<file path="src/rtl/tws_pkg.sv">
package tws_pkg;

    typedef enum logic {
        PH_IDLE = 1'b0,
        PH_EMIT = 1'b1
    } phase_e;

endpackage

</file>
<file path="src/rtl/tws_set_buffer.sv">
module tws_set_buffer
    import tws_pkg::*;
#(
    parameter int NUM_CH   = 4,
    parameter int SAMPLE_W = 32,
    localparam int IDX_W   = (NUM_CH > 1) ? $clog2(NUM_CH) : 1,
    localparam int SET_W   = NUM_CH * SAMPLE_W
) (
    input  logic                clk,
    input  logic                rst_n,
    input  logic                load,
    input  logic [SET_W-1:0]    set_data,
    input  logic                advance,
    output logic                busy,
    output logic                last,
    output logic [IDX_W-1:0]    ch_idx,
    output logic [SAMPLE_W-1:0] sample
);

    typedef struct packed {
        phase_e             phase;
        logic [IDX_W-1:0]   ch;
        logic [SET_W-1:0]   samples;
    } buf_t;

    buf_t buf_d, buf_q;
    logic [SAMPLE_W-1:0] lane [NUM_CH];

    // split the held set into per-channel lanes
    for (genvar g = 0; g < NUM_CH; g++) begin : g_lane
        assign lane[g] = buf_q.samples[g*SAMPLE_W +: SAMPLE_W];
    end

    assign busy   = (buf_q.phase == PH_EMIT);
    assign last   = (buf_q.ch == IDX_W'(NUM_CH - 1));
    assign ch_idx = buf_q.ch;
    assign sample = lane[buf_q.ch];

    always_comb begin
        buf_d = buf_q;
        if (buf_q.phase == PH_IDLE) begin
            if (load) begin
                buf_d.phase   = PH_EMIT;
                buf_d.ch      = '0;
                buf_d.samples = set_data;
            end
        end else if (advance) begin
            if (last) begin
                buf_d.phase = PH_IDLE;
                buf_d.ch    = '0;
            end else begin
                buf_d.ch = buf_q.ch + 1'b1;
            end
        end
    end

    always_ff @(posedge clk) begin
        if (!rst_n) begin
            buf_q.phase   <= PH_IDLE;
            buf_q.ch      <= '0;
            buf_q.samples <= '0;
        end else begin
            buf_q <= buf_d;
        end
    end

endmodule

</file>
<file path="src/rtl/tws_seq_counter.sv">
module tws_seq_counter #(
    parameter int SEQ_W = 16
) (
    input  logic             clk,
    input  logic             rst_n,
    input  logic             clr,
    input  logic             bump,
    output logic [SEQ_W-1:0] seq
);

    typedef struct packed {
        logic [SEQ_W-1:0] cnt;
    } seq_t;

    seq_t seq_d, seq_q;

    assign seq = seq_q.cnt;

    always_comb begin
        seq_d = seq_q;
        if (clr) begin
            seq_d.cnt = '0;
        end else if (bump) begin
            seq_d.cnt = seq_q.cnt + 1'b1;
        end
    end

    always_ff @(posedge clk) begin
        if (!rst_n) begin
            seq_q.cnt <= '0;
        end else begin
            seq_q <= seq_d;
        end
    end

endmodule

</file>
<file path="src/rtl/tws_word_packer.sv">
module tws_word_packer #(
    parameter int SAMPLE_W = 32,
    parameter int IDX_W    = 2,
    parameter int SEQ_W    = 16,
    parameter int WORD_W   = 64,
    localparam int ZERO_W  = WORD_W - SEQ_W - IDX_W - SAMPLE_W
) (
    input  logic [SEQ_W-1:0]    seq,
    input  logic [IDX_W-1:0]    ch_idx,
    input  logic [SAMPLE_W-1:0] sample,
    output logic [WORD_W-1:0]   word
);

    if (ZERO_W > 0) begin : g_pad
        assign word = {seq, {ZERO_W{1'b0}}, ch_idx, sample};
    end else begin : g_tight
        assign word = {seq, ch_idx, sample};
    end

endmodule

</file>
<file path="src/rtl/tagged_word_serializer.sv">
module tagged_word_serializer #(
    parameter int NUM_CH   = 4,
    parameter int SAMPLE_W = 32,
    parameter int SEQ_W    = 16,
    parameter int WORD_W   = 64,
    localparam int IDX_W   = (NUM_CH > 1) ? $clog2(NUM_CH) : 1,
    localparam int SET_W   = NUM_CH * SAMPLE_W
) (
    input  logic              clk,
    input  logic              rst_n,
    input  logic              run_en,
    input  logic              set_valid,
    output logic              set_ready,
    input  logic [SET_W-1:0]  set_data,
    output logic              word_valid,
    input  logic              word_ready,
    output logic [WORD_W-1:0] word_data
);

    logic                busy;
    logic                last;
    logic [IDX_W-1:0]    ch_idx;
    logic [SAMPLE_W-1:0] sample;
    logic [SEQ_W-1:0]    seq;
    logic                load;
    logic                advance;

    assign set_ready  = run_en & ~busy;
    assign load       = set_valid & set_ready;
    assign word_valid = busy;
    assign advance    = word_valid & word_ready;

    tws_set_buffer #(
        .NUM_CH   (NUM_CH),
        .SAMPLE_W (SAMPLE_W)
    ) u_buf (
        .clk      (clk),
        .rst_n    (rst_n),
        .load     (load),
        .set_data (set_data),
        .advance  (advance),
        .busy     (busy),
        .last     (last),
        .ch_idx   (ch_idx),
        .sample   (sample)
    );

    tws_seq_counter #(
        .SEQ_W (SEQ_W)
    ) u_seq (
        .clk   (clk),
        .rst_n (rst_n),
        .clr   (~run_en & ~busy),
        .bump  (advance & last),
        .seq   (seq)
    );

    tws_word_packer #(
        .SAMPLE_W (SAMPLE_W),
        .IDX_W    (IDX_W),
        .SEQ_W    (SEQ_W),
        .WORD_W   (WORD_W)
    ) u_pack (
        .seq    (seq),
        .ch_idx (ch_idx),
        .sample (sample),
        .word   (word_data)
    );

endmodule

</file>
<file path="config.mk">
export PLATFORM = sky130hd
export DESIGN_NAME = tagged_word_serializer
export DESIGN_NICKNAME = d
export VERILOG_FILES = /design/src/rtl/tws_pkg.sv /design/src/rtl/tws_set_buffer.sv /design/src/rtl/tws_seq_counter.sv /design/src/rtl/tws_word_packer.sv /design/src/rtl/tagged_word_serializer.sv
export SDC_FILE = /design/constraint.sdc
export NUM_CORES = 1
export LEC_CHECK = 0
export CAP_MARGIN = 30
export CORE_MARGIN = 4
export CORE_UTILIZATION = 44
export CTS_CLUSTER_SIZE = 40
export DETAILED_ROUTE_END_ITERATION = 12
export PLACE_DENSITY = 0.76
export SLEW_MARGIN = 20
export SYNTH_ARGS = -nofsm -noshare
export SYNTH_HDL_FRONTEND = slang
export SYNTH_HIERARCHICAL = 1
export SYNTH_SLANG_ARGS = --single-unit
</file>
<file path="constraint.sdc">
create_clock -name clk -period 1.88 [get_ports clk]
set_input_delay 0.282 -clock clk [delete_from_list [all_inputs] [get_ports clk]]
set_output_delay 0.282 -clock clk [all_outputs]
set_load 0.02 [all_outputs]
</file>
# [Yosys cells after proc, flatten, opt, wreduce, memory -nomap -nowiden]
# Cells that the tools add are included.
# Widths: inputs -> output; s select.
[totals] ff_bits=147 input_bits=133 output_inout_bits=66
[classes] n_addsub=2 magnitude_cmp=1 bitwise_logic=9 n_mux=8 reduce_logical=4 n_eq_ne=2
[op_table] operator="$mux 131" count=1
[op_table] operator="$bmux 32 s2" count=1
[op_table] operator="$mux 32" count=2
[op_table] operator="$add 16x1->16 const B" count=1
[op_table] operator="$mux 3" count=2
[op_table] operator="$and 1x1->1" count=5
[op_table] operator="$reduce_and 2->1" count=2
[op_table] operator="$ge 3x3->1 const B" count=1
[op_table] operator="$not 1->1" count=3
[op_table] operator="$not 2->3" count=1
[op_table] operator="$add 2x1->2 const B" count=1
[op_table] operator="$eq 2x2->1 const B" count=1
[op_table] operator="$mux 2" count=1
[op_table] operator="$ne 2x2->1 const B" count=1
[op_table] operator="$reduce_bool 2->1" count=1
[op_table] operator="$reduce_or 2->1" count=1
[op_table] operator="$mux 1" count=1

# [Depth between registers and ports, before layout]
[logic_depth] ltp_word=5 ltp_mapped=6 depth_no_buf=6

# [Hierarchy]
# The synthesis kept the hierarchy.
[by_module_without_submodules] module="tws_set_buffer" seq_area_each_um2=2622.5 cells_each=612 area_each_um2=6292.3 n_inst=1
[by_module_without_submodules] module="tws_seq_counter" seq_area_each_um2=320.3 cells_each=82 area_each_um2=708.2 n_inst=1
[by_module_without_submodules] module="tws_word_packer" seq_area_each_um2=0.0 cells_each=65 area_each_um2=484.2 n_inst=1
[by_module_without_submodules] module="tagged_word_serializer" seq_area_each_um2=0.0 cells_each=5 area_each_um2=33.8 n_inst=1

# [Worst setup path after synthesis]
# No wires, ideal clock.
[synth_path] path_type="register -> register" start="reg u_buf.buf_q (netlist bit u_buf/busy)" end="reg u_seq.seq_q (netlist bit u_seq/seq[13])" setup_time_ps=116 setup_slack_ps=-218 t_required_ps=1764 arrival_ps=1982 stages_incl_launch_ff=6 n_path_buf=0 path_cell_list="dfxtp_1 -> and3_2 -> nand4_1 -> nor4_1 -> a31oi_1 -> a41o_1"
[synth_between] elab_chain_cells=3 elab_cells_between_ends=5 cone_classes="4 x bitwise; 1 x reduce/logical"
[synth_lines] item="start: declaration" line_no="tws_set_buffer.sv:26" rtl="buf_t buf_d, buf_q;"
[synth_lines] item="start signal: assignment" line_no="tws_set_buffer.sv:63" rtl="buf_q <= buf_d;"
[synth_lines] item="$not 1->1"
[synth_lines] item="$and 1x1->1" line_no="tagged_word_serializer.sv:53" rtl=".clr (~run_en & ~busy),"
[synth_lines] item="$reduce_or 2->1 (no source line)"
[synth_lines] item="end signal: assignment" line_no="tws_seq_counter.sv:32" rtl="seq_q <= seq_d;"
[synth_lines] item="end: declaration" line_no="tws_seq_counter.sv:15" rtl="seq_t seq_d, seq_q;"
# Several ways; a longest one is shown, not always the timed one.
# A chain may end at the register's enable or synchronous reset.

# [Final worst setup path]
[layout_path] start="reg u_buf.buf_q (netlist bit u_buf/ch_idx[0])" end="out word_data[30]"
[layout_between] elab_chain_cells=4
[layout_lines] item="$not 2->3 (not written as such)" line_no="tws_set_buffer.sv:37" rtl="assign sample = lane[buf_q.ch];"
[layout_lines] item="$bmux 32 s2" line_no="tws_set_buffer.sv:37"
[layout_lines] item="$mux 32 (not written as such) (2 in a row)" line_no="tws_set_buffer.sv:37"
[layout_lines] item="end: declaration" line_no="tagged_word_serializer.sv:17" rtl="output logic [WORD_W-1:0] word_data"
# No other way between the ends. The select of a mux whose other input is x is not followed.

==> reports/results.tsv <==
metric	value	unit
period_minus_slack	2.026	ns
finClkSkew	0.007692	ns
netlist_area	7518	um2
dpl.cell_count	1096	
setup_violations	34	
crit_path_end_kind	output port	
swShare	23.86	%
drt-initial-drc-count	221	
finalSetupTns	-2.571	ns
place.port_buffers	184	
synth_top_area_share	39.14	%
synth_edf_count	0	
drive_above_1_share	30.56	%
start_util	45.18	%
report.final.slew_viol_count	0	
cts.sinks	147	
p_per_area	753.1	nW/um2
antenna_found_initial	0	
cts_tree	yes	
synth_seq_cells	147	
crit_required	1.60	ns
async_flop_share	0	%
synth_cell_types	40	
crit_arrival	1.74	ns
die_h	138.7	um
setup_slack	-0.1458	ns
synth.most_common_cell	nand2_1	
fin_crit_sh	107.8	%
die_w	138.7	um
clk_path_buf_depth	2	
dp_hpwl	12030	um
antennaDiodeCount	0	
path_max_fanout	6	
grt_pass1_wl	27810	um
grt_pass1_vias	5468	
power.internal	0.005692	W
rows	47	
finalHoldViolations	0	
syn_avg_cell_area	9.841	um2
yosysTopAreaCell	dfxtp_1	
synth_common_cells	nand2_1 (264), dfxtp_1 (147), a21boi_2 (120), buf_4 (69), buf_6 (27)	
numCtsBuffers	17	
vias_per_cell	4.842	
wl_per_cell	15.41	um
core_area	16640	um2
clock_latency	0.41	ns
synth_area_leaders	dfxtp_1 (39%), a21boi_2 (18%), nand2_1 (13%), buf_4 (6.9%), mux4_2 (6.9%)	
irDropWorstVdd	0.6467	mV
power.share.clock	42.0	%
cpMostUsedCell	buf_12	
yosys_warnings	6	
grt_max_degree	61	
rsz0062_at_grt	yes	
maxCapViolCount	0	
vias	5486	
gr-total-overflow	0	
fmax	0.4936	GHz
max_stage_delay	0.49	ns
status	finished, violations left	
synth_seq_area_share	39.14	%
gp_congestion	0.8268	
yosys_most_used_dff	dfxtp_1	
clkTransAtPathRegs	0.06	ns
synth_cells	764	
power	0.007475	W
fin_cells	1133	
wl	17460	um
hp-class	in2reg	
area_growth	32.02	%
die_area	19240	um2
crit_family	multiplexers	
ant_nets	0	
nNetsFinal	1036	
whs	0.3350	ns
cts-root-buf	clkbuf_16	
h-tree-depth	4	
violations	setup timing	
ios	199	
critPathKind	reg2out	
first_pass_iters	4	
leakagePower	3.563	nW
path_buf_inv	3	
switchingPower	0.001783	W
track_usage	17.78	%
p_seq_share	44.4	%
slowest_stage	mux4_2	
drc	0	
p_comb_share	13.6	%
start_kind	flop	
path_cells	buf_12, buf_12, mux4_2, buf_6	
==> state kept, by name, indices dropped and copies added, names as in the netlist <==
register / cells
u_buf/buf_q: 128
u_seq/seq: 16
u_buf/ch_idx: 2
u_buf/busy: 1
==> layout make-up <==
type / instances / area (um2)
inverters: 4 / 15.01
repair buffers: 223 / 2364
flip-flops and latches: 147 / 2949
multi-input cells: 508 / 3777
well taps: 220 / 275.3
clock buffers: 21 / 460.4
clock inverters: 10 / 85.08
fillers: 1379 / 6716
==> through the flow <==
stage               setup WS [ns]  area, um2  utilization (%)
finish                    -0.1458       9926            59.64
CTS                       -0.2038       9896            59.46
floorplan                 0.05044       7575                -
global placement          -0.1033       9129            54.85
detailed placement        -0.1146       9129            54.85
global route              -0.2134       9926            59.64
==> tightest hold or removal path: stages <==
cell	delay, ns
buf_4	0.24
nand3_1	0.13
nand2_1	0.04
==> worst paths after layout <==
check | startpoint | endpoint | slack, ns | cells past startpoint
setup / recovery | u_buf/ch_idx[0]$_SDFFE_PN0P_ | word_data[30] | -0.15 | 4
hold / removal | rst_n | u_buf/ch_idx[1]$_SDFFE_PN0P_ | 0.33 | 3
setup reg to reg | u_buf/ch_idx[0]$_SDFFE_PN0P_ | u_seq/seq[13]$_SDFFE_PP0P_ | -0.05 | 8
hold reg to reg | u_buf/buf_q[70]$_SDFFE_PN0P_ | u_buf/buf_q[70]$_SDFFE_PN0P_ | 0.46 | 2
==> logic make-up after synthesis <==
group / count (synthesis) / synth area share [%]
adder cells (fa/ha/maj): 2 / 0.3328
buffers and inverters: 122 / 12.71
multiplexers: 34 / 10.30
XOR/XNOR: 10 / 1.165
flip-flops: 147 / 39.14
AND/OR/NAND/NOR: 308 / 16.54
other: 1 / 0.04988
AO/OA/AOI/OAI: 140 / 19.75
==> routing by layer <==
| metal | track usage [%] | wire (um) | up-vias |
|---|---|---|---|
| met2 | 29.50 | 8469 | 156 |
| met1 | 21.75 | 7388 | 2571 |
| met3 | 6.483 | 1291 | 21 |
| met4 | 5.407 | 306 | 0 |
| li1 | - | - | 2738 |
| met5 | 0 | 0 | - |
==> power by group through the flow <==
stage,registers (W),logic (W),clock network (W)
2_1_floorplan,0.00336,0.000657,0
3_3_place_gp,0.00338,0.000991,0
3_5_place_dp,0.00338,0.00100,0
4_1_cts,0.00332,0.00103,0.00321
5_1_grt,0.00333,0.00110,0.00334
6_report,0.00332,0.00102,0.00314
==> placed cells by master (no fill, tap or decap), types with 4 or more instances in the layout <==
| master | synthesis | routed |
|---|---|---|
| dfxtp_1 | 147 | 144 |
| inv_1 | 4 | 4 |
| conb_1 | 1 | 14 |
| buf_6 | 27 | 35 |
| buf_4 | 69 | 22 |
| clkbuf_16 | 0 | 17 |
| clkdlybuf4s50_1 | 0 | 147 |
| clkinv_2 | 0 | 6 |
| nand3_1 | 5 | 4 |
| xnor2_1 | 9 | 7 |
| mux4_2 | 23 | 32 |
| a21boi_0 | 8 | 8 |
| a21boi_2 | 120 | 120 |
| buf_12 | 2 | 13 |
| nor2_1 | 16 | 15 |
| nand2_1 | 264 | 264 |
==> what timing repair did <==
action	in CTS	in global routing
gates cloned	2	0
endpoints found under the hold margin	0	0
hold buffers	0	0
resized for setup	222	17
setup buffers	4	2
pin swaps	10	9
setup endpoints to repair	38	47
Power figures use the tool's default switching activity.
